<file path="src/rtl/shc_pkg.sv">
package shc_pkg;
  typedef enum logic [1:0] {
    OP_LSL = 2'd0,
    OP_LSR = 2'd1,
    OP_ASR = 2'd2,
    OP_ROR = 2'd3
  } shc_op_e;
endpackage

</file>
<file path="src/rtl/shc_amount_decode.sv">
module shc_amount_decode #(
  parameter int WIDTH = 32,
  parameter int AMT_W = 8,
  localparam int SH_W = $clog2(WIDTH)
) (
  input  logic [AMT_W-1:0] amt_i,
  output logic [SH_W-1:0]  sh_o,
  output logic             zero_o,
  output logic             eq_w_o,
  output logic             ge_w_o
);
  assign sh_o   = amt_i[SH_W-1:0];
  assign zero_o = (amt_i == '0);
  assign eq_w_o = (amt_i == AMT_W'(WIDTH));
  assign ge_w_o = (amt_i >= AMT_W'(WIDTH));
endmodule

</file>
<file path="src/rtl/shc_rotator.sv">
module shc_rotator #(
  parameter int WIDTH = 32,
  localparam int SH_W = $clog2(WIDTH)
) (
  input  logic [WIDTH-1:0] data_i,
  input  logic [SH_W-1:0]  sh_i,
  output logic [WIDTH-1:0] data_o
);
  logic [WIDTH-1:0] stg [SH_W+1];

  assign stg[0] = data_i;
  for (genvar k = 0; k < SH_W; k++) begin : g_stage
    localparam int D = 2 ** k;
    assign stg[k+1] = sh_i[k] ? {stg[k][D-1:0], stg[k][WIDTH-1:D]} : stg[k];
  end
  assign data_o = stg[SH_W];
endmodule

</file>
<file path="src/rtl/shc_core.sv">
module shc_core
  import shc_pkg::*;
#(
  parameter int WIDTH = 32,
  parameter int AMT_W = 8,
  localparam int SH_W = $clog2(WIDTH)
) (
  input  logic [WIDTH-1:0] data_i,
  input  logic [AMT_W-1:0] amt_i,
  input  shc_op_e          op_i,
  input  logic             set_flags_i,
  input  logic             carry_i,
  output logic [WIDTH-1:0] result_o,
  output logic             carry_o
);
  logic [SH_W-1:0]  sh;
  logic             amt_zero, amt_eq_w, amt_ge_w;
  logic [WIDTH-1:0] data_rev, src, rot, rot_rev, mask;
  logic             sign, bit_out;

  shc_amount_decode #(.WIDTH(WIDTH), .AMT_W(AMT_W)) i_dec (
    .amt_i (amt_i),
    .sh_o  (sh),
    .zero_o(amt_zero),
    .eq_w_o(amt_eq_w),
    .ge_w_o(amt_ge_w)
  );

  for (genvar b = 0; b < WIDTH; b++) begin : g_rev
    assign data_rev[b] = data_i[WIDTH-1-b];
    assign rot_rev[b]  = rot[WIDTH-1-b];
  end

  // left shift runs through the right rotator on the bit-reversed word
  assign src  = (op_i == OP_LSL) ? data_rev : data_i;
  assign sign = data_i[WIDTH-1];
  assign mask = {WIDTH{1'b1}} >> sh;

  shc_rotator #(.WIDTH(WIDTH)) i_rot (
    .data_i(src),
    .sh_i  (sh),
    .data_o(rot)
  );

  // wrapped index: sh==0 selects the top bit, covering amount 32 and rotate multiples
  assign bit_out = src[sh - SH_W'(1)];

  always_comb begin
    result_o = data_i;
    carry_o  = carry_i;
    if (!amt_zero) begin
      unique case (op_i)
        OP_LSL: begin
          result_o = amt_ge_w ? '0 : ({WIDTH{1'b1}} & (rot_rev & {<<{mask}}));
          if (set_flags_i) carry_o = (amt_ge_w && !amt_eq_w) ? 1'b0 : bit_out;
        end
        OP_LSR: begin
          result_o = amt_ge_w ? '0 : (rot & mask);
          if (set_flags_i) carry_o = (amt_ge_w && !amt_eq_w) ? 1'b0 : bit_out;
        end
        OP_ASR: begin
          result_o = amt_ge_w ? {WIDTH{sign}} : ((rot & mask) | ({WIDTH{sign}} & ~mask));
          if (set_flags_i) carry_o = amt_ge_w ? sign : bit_out;
        end
        OP_ROR: begin
          result_o = rot;
          if (set_flags_i) carry_o = bit_out;
        end
        default: ;
      endcase
    end
  end
endmodule

</file>
<file path="src/rtl/reg_shift_carry.sv">
module reg_shift_carry
  import shc_pkg::*;
#(
  parameter int WIDTH  = 32,
  parameter int OPND_W = 32,
  parameter int AMT_W  = 8
) (
  input  logic              clk_i,
  input  logic              rst_ni,
  input  logic [WIDTH-1:0]  data_i,
  input  logic [OPND_W-1:0] amount_i,
  input  logic [1:0]        op_i,
  input  logic              set_flags_i,
  input  logic              carry_i,
  output logic [WIDTH-1:0]  result_o,
  output logic              carry_o
);
  logic [WIDTH-1:0] result_c;
  logic             carry_c;
  logic             primed_q;
  logic             amt_hi_unused;

  assign amt_hi_unused = ^amount_i[OPND_W-1:AMT_W];

  shc_core #(.WIDTH(WIDTH), .AMT_W(AMT_W)) i_core (
    .data_i     (data_i),
    .amt_i      (amount_i[AMT_W-1:0]),
    .op_i       (shc_op_e'(op_i)),
    .set_flags_i(set_flags_i),
    .carry_i    (carry_i),
    .result_o   (result_c),
    .carry_o    (carry_c)
  );

  always_ff @(posedge clk_i or negedge rst_ni) begin
    if (!rst_ni) begin
      result_o <= '0;
      carry_o  <= 1'b0;
      primed_q <= 1'b0;
    end else begin
      result_o <= result_c;
      carry_o  <= carry_c;
      primed_q <= 1'b1;
    end
  end

  assert_zero_amount_R3: assert property (@(posedge clk_i) disable iff (!rst_ni || !primed_q)
    ($past(amount_i[AMT_W-1:0]) == '0) |-> (result_o == $past(data_i) && carry_o == $past(carry_i)));

  assert_flags_off_hold_R11: assert property (@(posedge clk_i) disable iff (!rst_ni || !primed_q)
    !$past(set_flags_i) |-> (carry_o == $past(carry_i)));

  assert_logical_big_zero_R4: assert property (@(posedge clk_i) disable iff (!rst_ni || !primed_q)
    ($past(op_i[1]) == 1'b0 && $past(amount_i[AMT_W-1:0]) >= AMT_W'(WIDTH)) |-> (result_o == '0));

  assert_arith_big_fill_R5: assert property (@(posedge clk_i) disable iff (!rst_ni || !primed_q)
    ($past(op_i) == 2'd2 && $past(amount_i[AMT_W-1:0]) >= AMT_W'(WIDTH))
      |-> (result_o == {WIDTH{$past(data_i[WIDTH-1])}}));

  assert_lsl_over_carry_R7: assert property (@(posedge clk_i) disable iff (!rst_ni || !primed_q)
    ($past(op_i) == 2'd0 && $past(set_flags_i) && $past(amount_i[AMT_W-1:0]) > AMT_W'(WIDTH))
      |-> !carry_o);
endmodule

</file>
<file path="config.mk">
export PLATFORM = sky130hd
export DESIGN_NAME = reg_shift_carry
export DESIGN_NICKNAME = d
export VERILOG_FILES = /design/src/rtl/shc_pkg.sv /design/src/rtl/shc_amount_decode.sv /design/src/rtl/shc_rotator.sv /design/src/rtl/shc_core.sv /design/src/rtl/reg_shift_carry.sv
export SDC_FILE = /design/constraint.sdc
export NUM_CORES = 1
export LEC_CHECK = 0
export BUFFER_PORTS_ARGS = -buffer_cell sky130_fd_sc_hd__buf_2
export CAP_MARGIN = 40
export CORE_MARGIN = 10
export CORE_UTILIZATION = 40
export DETAILED_ROUTE_END_ITERATION = 8
export HOLD_SLACK_MARGIN = 0.12
export PLACE_DENSITY = 0.59
export SLEW_MARGIN = 30
export SYNTH_ARGS = -nofsm -noshare
export SYNTH_HDL_FRONTEND = slang
export SYNTH_SLANG_ARGS = --single-unit
</file>
<file path="constraint.sdc">
create_clock -name clk_i -period 0.8 [get_ports clk_i]
set_input_delay 0.24 -clock clk_i [delete_from_list [all_inputs] [get_ports clk_i]]
set_output_delay 0.24 -clock clk_i [all_outputs]
set_load 0.005 [all_outputs]
</file>
=== After elaboration in Yosys (flattened, before gate mapping) ===
Index checks and enable logic that the tools add are counted.

* Bits in registers: 33
* Bits in latches: 0
* Bits in writable memories: 0
* Memory bits (read-only): 0
* Input bits: 70
* Output and inout bits: 33
* Logic and storage cells: 40
* Memories kept: 0

* $add $sub $neg: 1
* $mul: 0
* Div/mod/pow operators: 0
* $lt $le $gt $ge: 2
* Eq/ne operators: 4
* Shift-type cells: 1
* Muxes and demuxes: 20
* Bitwise logic cells: 5
* Reduce and logical (&&, ||, !) cells: 5

{| class="wikitable"
|+ Operators with widths
! kind !! number
|-
| 2-to-1 mux 32 bit || 10
|-
| one-hot mux 32 bit (4 select lines) || 1
|-
| bitwise AND 32 bit || 3
|-
| NOT 32 bit || 1
|-
| OR 32 bit || 1
|-
| right shift 32 x 5 -> 32 bit (first input constant) || 1
|-
| == test 8 x 6 -> 1 bit (second input constant) || 1
|-
| >= comparator 8 x 6 -> 1 bit (second input constant) || 1
|-
| zero test 8 bit || 1
|-
| 2-to-1 mux 1 bit || 7
|-
| < comparator 5 x 6 -> 1 bit (second input constant) || 1
|-
| binary-select mux 1 bit (select 5 bit) || 1
|-
| subtractor 5 x 1 -> 5 bit (second input constant) || 1
|-
| == test 2 bit (second input constant) || 2
|-
| one-hot mux 1 bit (3 select lines) || 1
|-
| == test 2 x 1 -> 1 bit (second input constant) || 1
|-
| zero test 2 bit || 1
|-
| OR reduction 2 bit || 1
|-
| logical AND 1 bit || 1
|-
| zero test 1 bit || 1
|}

=== Depth between registers and ports, before layout ===
* Depth in word-level cells: 12
* Gate-level depth with buffers: 12
* Mapped depth without buffers: 10

=== Modules after synthesis ===
A second synthesis with hierarchy kept.

* Cell total of the unflattened synthesis: 572
* Area, all modules: 5327.6 um2

{| class="wikitable"
|+ By module, submodules not included
! module !! times used !! cells an instance !! area an instance (um2) !! sequential area each (um2)
|-
| shc_core || 1 || 412 || 2467.4 || 0.0
|-
| shc_rotator || 1 || 116 || 1949.4 || 0.0
|-
| reg_shift_carry || 1 || 33 || 825.8 || 825.8
|-
| shc_amount_decode || 1 || 11 || 85.1 || 0.0
|}

=== Least setup slack after synthesis ===
Ideal clock, no wire load.

* Path type: in2reg
* From: input amount_i[0]
* To: register carry_o
* Library setup time: 125 ps
* Data arrival time: 3201 ps
* Required time: 675 ps
* Slack: -2525 ps
* Cell stages on the path: 10
* Path buffers: 2
* Cell sequence: inv_2 buf_1 ha_1 or3b_1 clkbuf_1 xnor2_1 mux4_2 mux4_2 nand4bb_1 nand3_1

* Longest elaborated chain between the ends: 7
* Elaborated cells on any way between the ends: 15
* Classes of those cells: add/sub (1); order compare (1); eq/ne (1); mux (9); reduce/logical (3)

{| class="wikitable"
|+ RTL lines
! element !! RTL line !! source
|-
| start: declaration || reg_shift_carry.sv:11 || <nowiki>input logic [OPND_W-1:0] amount_i,</nowiki>
|-
| subtractor 5 x 1 -> 5 bit / == test 8 x 6 -> 1 bit (equally long branches) || shc_core.sv:46, shc_amount_decode.sv:14 ||
|-
| binary-select mux 1 bit (select 5 bit) / zero test 1 bit (equally long branches) || shc_core.sv:46, shc_core.sv:55, shc_core.sv:59 ||
|-
| 2-to-1 mux 1 bit (not written as such) / logical AND 1 bit (equally long branches) || shc_core.sv:46, shc_core.sv:55, shc_core.sv:59 ||
|-
| 2-to-1 mux 1 bit (on tied branches) (2 in a row) || shc_core.sv:63, shc_core.sv:55, shc_core.sv:59 ||
|-
| one-hot mux 1 bit (3 select lines) || shc_core.sv:52 || <nowiki>unique case (op_i)</nowiki>
|-
| 2-to-1 mux 1 bit * || shc_core.sv:51 || <nowiki>if (!amt_zero) begin</nowiki>
|-
| via carry_c || reg_shift_carry.sv:19 || <nowiki>logic carry_c;</nowiki>
|-
| end signal: assignment || reg_shift_carry.sv:42 || <nowiki>carry_o <= carry_c;</nowiki>
|-
| end: declaration || reg_shift_carry.sv:16 || <nowiki>output logic carry_o</nowiki>
|}

Mark *: on every way through the listed nets, which the timed path passes. The rest lies on a longest branch. The select of a mux whose other input is x is not followed.

=== Worst setup path in the final report ===
* From: input op_i[0]
* To: register result_o[20]

* Longest elaborated chain between the ends: 12
* Elaborated cells on any way between the ends: 18
* Classes of those cells: eq/ne (3); mux (11); bitwise (3); reduce/logical (1)

{| class="wikitable"
|+ RTL lines
! element !! RTL line !! source
|-
| start: declaration || reg_shift_carry.sv:12 || <nowiki>input logic [1:0] op_i,</nowiki>
|-
| zero test 2 bit || shc_core.sv:35, shc_core.sv:52 ||
|-
| 2-to-1 mux 32 bit || shc_core.sv:35 || <nowiki>assign src = (op_i == OP_LSL) ? data_rev : data_i;</nowiki>
|-
| 2-to-1 mux 32 bit (5 in a row) || shc_rotator.sv:14 || <nowiki>assign stg[k+1] = sh_i[k] ? {stg[k][D-1:0], stg[k][WIDTH-1:D]} : stg[k];</nowiki>
|-
| bitwise AND 32 bit || shc_core.sv:58, shc_core.sv:62 ||
|-
| OR 32 bit || shc_core.sv:62 || <nowiki>result_o = amt_ge_w ? {WIDTH{sign}} : ((rot & mask) | ({WIDTH{sign}} & ~mask));</nowiki>
|-
| 2-to-1 mux 32 bit || shc_core.sv:62 ||
|-
| one-hot mux 32 bit (4 select lines) * || shc_core.sv:52 ||
|-
| 2-to-1 mux 32 bit * || shc_core.sv:51 ||
|-
| via i_core.result_o[20] || shc_core.sv:13 || <nowiki>output logic [WIDTH-1:0] result_o,</nowiki>
|-
| end signal: assignment || reg_shift_carry.sv:41 || <nowiki>result_o <= result_c;</nowiki>
|-
| end: declaration || reg_shift_carry.sv:15 || <nowiki>output logic [WIDTH-1:0] result_o,</nowiki>
|}

Mark *: on every way through the listed nets, which the timed path passes. The rest lies on a longest branch.

==> impl_results.md <==
* Outcome: finished, violations left
* Failing checks: negative setup slack
* Number of synthesized register bits at 33
* Yosys cell types at 64
* Total power at ~11 mW
* Post-synth EDFFs at 0
* # clock sinks at 33
* Least-Margin Pin Slew at 0.6252 ns
* Placed cell area at 8561 um^2
* Combinational share of power at about three fifths
* Synth top area share at a little under a third
* Synthesized area at 5997 um^2
* Crit path DAT at 2.76 ns
* DRT antenna net count at 0
* DIE WIDTH at 142.4 um
* Detail Placement HPWL at 26440 um
* Routed WL at 35610 um
* Crit share post-route at 323.7%
* Initial Util at between 40 and 50%
* Register area at 825.8 um^2
* Vias at 8536
* Max Root-Sink Buffers at 2
* RSZ-0062 raised after global routing: true
* Layout Cell Area excl Fill at 9701 um^2
* FILL cells at roughly 1200
* Top_reg_cell synth: dfrtp_1
* Slew Viols, Final at 0
* Internal power at 6.722 mW
* Sequential share of power at between 10% and 20%
* Die area at 20290 um^2
* Multi-input gate area at between 5000 and 6000 um^2
* Drt wl/cell at approximately 30 um
* Final Instance Count excl. Fillers at 1201
* Max H-tree Level at 2
* Switch Pwr at 4.493 mW
* Share of layout cells above drive strength 1 at 57.83%
* Cells after Synth at 694
* Power per cell area at roughly 1200 nW/um^2
* IO buf count at 78
* Sw Ratio at 40.06%
* IR drop worst, VDD at 0.0009177 V
* Initial antenna violation count at 0
* Vias in the first global route at about 8300
* Pre-antenna DRT Iters at 6
* Worst Path Required at 0.97 ns
* TritonCTS clock tree: built
* CP endpoint kind: flop
* NumNets Final at between 1000 and 1500
* Top post-synthesis cells by area: mux4_2, dfrtp_1, nand2_1, a21oi_1, a22oi_1
* Min-Delay Path Class: primary input to flop
* Num rows at 44
* Final Hold Viols at 0
* Initial DRC count at 1544
* Pleak at 4.211 nW
* GRT overflow at 0
* CTS buffer count at 5
* Leading area contributor after synthesis: mux4_2
* Total of max-cap violations at 0
* Syn nets at about 770
* DRC violations left at 0
* Clk Tree Root Cell: clkbuf_16
* Finish-stage setup viols at 66
* Final Critical Period at between 2 and 3 ns
* Routability congestion estimate at roughly 1.0
* Layout Utilization at 66.49%
* Ports at 103
* Final worst slack at -1.790 ns
* Maximum fanout along the worst path at 7
* Worst slew margin at around three fifths
* Core ar. at 14590 um^2
* Fmax achieved at 386.1 MHz
* Via/cell ratio at 7.107
* Crit path kind: primary input to flop
* Register area share after synthesis at 13.77%
* Syn. warnings at 0
* Chip height at 142.4 um
* Crit start category: primary input
* Clk pin slew, worst setup/hold paths at 0.06 ns
* Clock network power share at between 20% and 30%
* Post-Syn Area per Cell at slightly below 9 um^2
* Total Routing Usage GR at 33.18%
* Placed insts at 1147
* Area growth syn-to-layout at 61.76%
* First-pass GRT wire length at 51490 um
* Largest net degree at the start of global routing at 41
* Ys async rst share at 100.0%
sequential cells by signal (all words and copies together) (netlist names):
signal	cells
result_o	32
carry_o	1
synthesized netlist by cell type, types with 5 or more instances:
| library cell | number |
|---|---|
| nand2_1 | 99 |
| mux4_2 | 81 |
| a21oi_1 | 58 |
| nor2_1 | 44 |
| o21ai_0 | 43 |
| clkbuf_1 | 42 |
| a22oi_1 | 34 |
| dfrtp_1 | 33 |
| a31oi_1 | 24 |
| inv_1 | 16 |
| nand3_1 | 14 |
| nor3_1 | 14 |
| mux2i_1 | 13 |
| a211oi_1 | 12 |
| o31ai_1 | 12 |
| and2_1 | 11 |
| buf_1 | 11 |
| a221oi_1 | 9 |
| a22o_1 | 9 |
| o21a_1 | 9 |
| o22ai_1 | 7 |
| a21boi_0 | 6 |
| buf_2 | 6 |
| a211o_1 | 5 |
per-stage QoR:
stage          TNS, ns  hold slack (ns)  setup slack, ns
2_1_floorplan   -55.06         -0.05559           -1.910
3_3_place_gp    -67.65           0.2116           -2.206
3_5_place_dp    -69.17           0.2169           -2.294
4_1_cts         -60.73           0.1770           -1.760
5_1_grt         -64.12           0.2279           -1.830
6_report        -62.27           0.1715           -1.790
metal layers:
metal	global-route usage [%]	vias to the layer above	wire (um)
met5	0	-	0
met3	9.546	181	4675
met2	50.58	786	15810
met4	18.37	0	2386
met1	41.30	4132	12740
li1	-	3437	-
power groups by stage:
stage | Clock, mW | Combinational (mW) | Sequential [mW]
global route | 2.43 | 7.15 | 1.92
floorplan | 0 | 2.96 | 1.96
CTS | 2.38 | 6.28 | 1.90
global placement | 0 | 5.76 | 1.93
detailed placement | 0 | 5.81 | 1.93
finish | 2.39 | 6.93 | 1.90
worst max-delay path, cell delays in order:
cell	delay [ns]
buf_8	0.10
nor2_4	0.17
buf_12	0.16
buf_12	0.10
mux4_2	0.60
a22o_1	0.23
or2_1	0.27
buf_6	0.14
a22oi_2	0.24
a211oi_1	0.15
o32a_1	0.35
cell families (layout without fill, tap and decap cells):
| family | after synthesis | in the layout | synth area share (%) |
|---|---|---|---|
| muxes | 97 | 97 | 33.40 |
| other | 0 | 2 | 0 |
| and+or+nand+nor | 214 | 214 | 16.07 |
| adders and majority gates | 4 | 4 | 0.8346 |
| DFF | 33 | 33 | 13.77 |
| AOI/OAI and AO/OA | 265 | 265 | 29.86 |
| buffers and inverters | 80 | 401 | 5.925 |
| xor gates and xnor gates | 1 | 1 | 0.1461 |
cells in the final DEF (no fill, tap or decap), types with 5 or more instances in the layout:
| master | instances |
|---|---|
| inv_1 | 15 |
| a211o_1 | 5 |
| and2_4 | 5 |
| a221oi_2 | 7 |
| nor3_1 | 10 |
| buf_4 | 262 |
| o31ai_1 | 6 |
| a31oi_1 | 20 |
| nand2_2 | 6 |
| o21ai_1 | 6 |
| a21oi_2 | 13 |
| dfrtp_1 | 33 |
| a22o_1 | 9 |
| a22oi_1 | 14 |
| mux2i_1 | 9 |
| a211oi_2 | 8 |
| buf_2 | 74 |
| a21oi_1 | 45 |
| o21ai_0 | 34 |
| and2_1 | 8 |
| o21a_1 | 9 |
| mux4_2 | 81 |
| nand3_1 | 9 |
| buf_6 | 21 |
| nand3_2 | 5 |
| buf_12 | 15 |
| clkbuf_16 | 5 |
| nor2_1 | 40 |
| nand2_1 | 93 |
| a22oi_2 | 21 |
final timing paths:
| kind | startpoint | to | cells after the start |
|---|---|---|---|
| setup / recovery | op_i[0] | result_o[20] | 11 |
| hold / removal | carry_i | carry_o | 3 |
| max in group asynchronous | rst_ni | result_o[9] | 3 |
| min in group asynchronous | rst_ni | result_o[1] | 3 |
area by class of cell:
type	count	area share [%]
diodes	2	0.05159
clock buffers	6	1.432
clock inverters	2	0.3869
inverters	17	0.6836
multi-input cells	581	56.37
flip-flops and latches	33	8.513
well taps	184	2.373
repair buffers	376	30.19
timing repair:
| item | in CTS | in global routing |
|---|---|---|
| cloned | 1 | 0 |
| hold buffers | 1 | 0 |
| setup endpoints to repair | 66 | 66 |
| endpoints found under the hold margin | 33 | 0 |
| setup buffers | 24 | 21 |
| pin swaps | 30 | 44 |
| gates resized for setup | 78 | 59 |
Note: power is estimated with default switching activity, not from simulation.
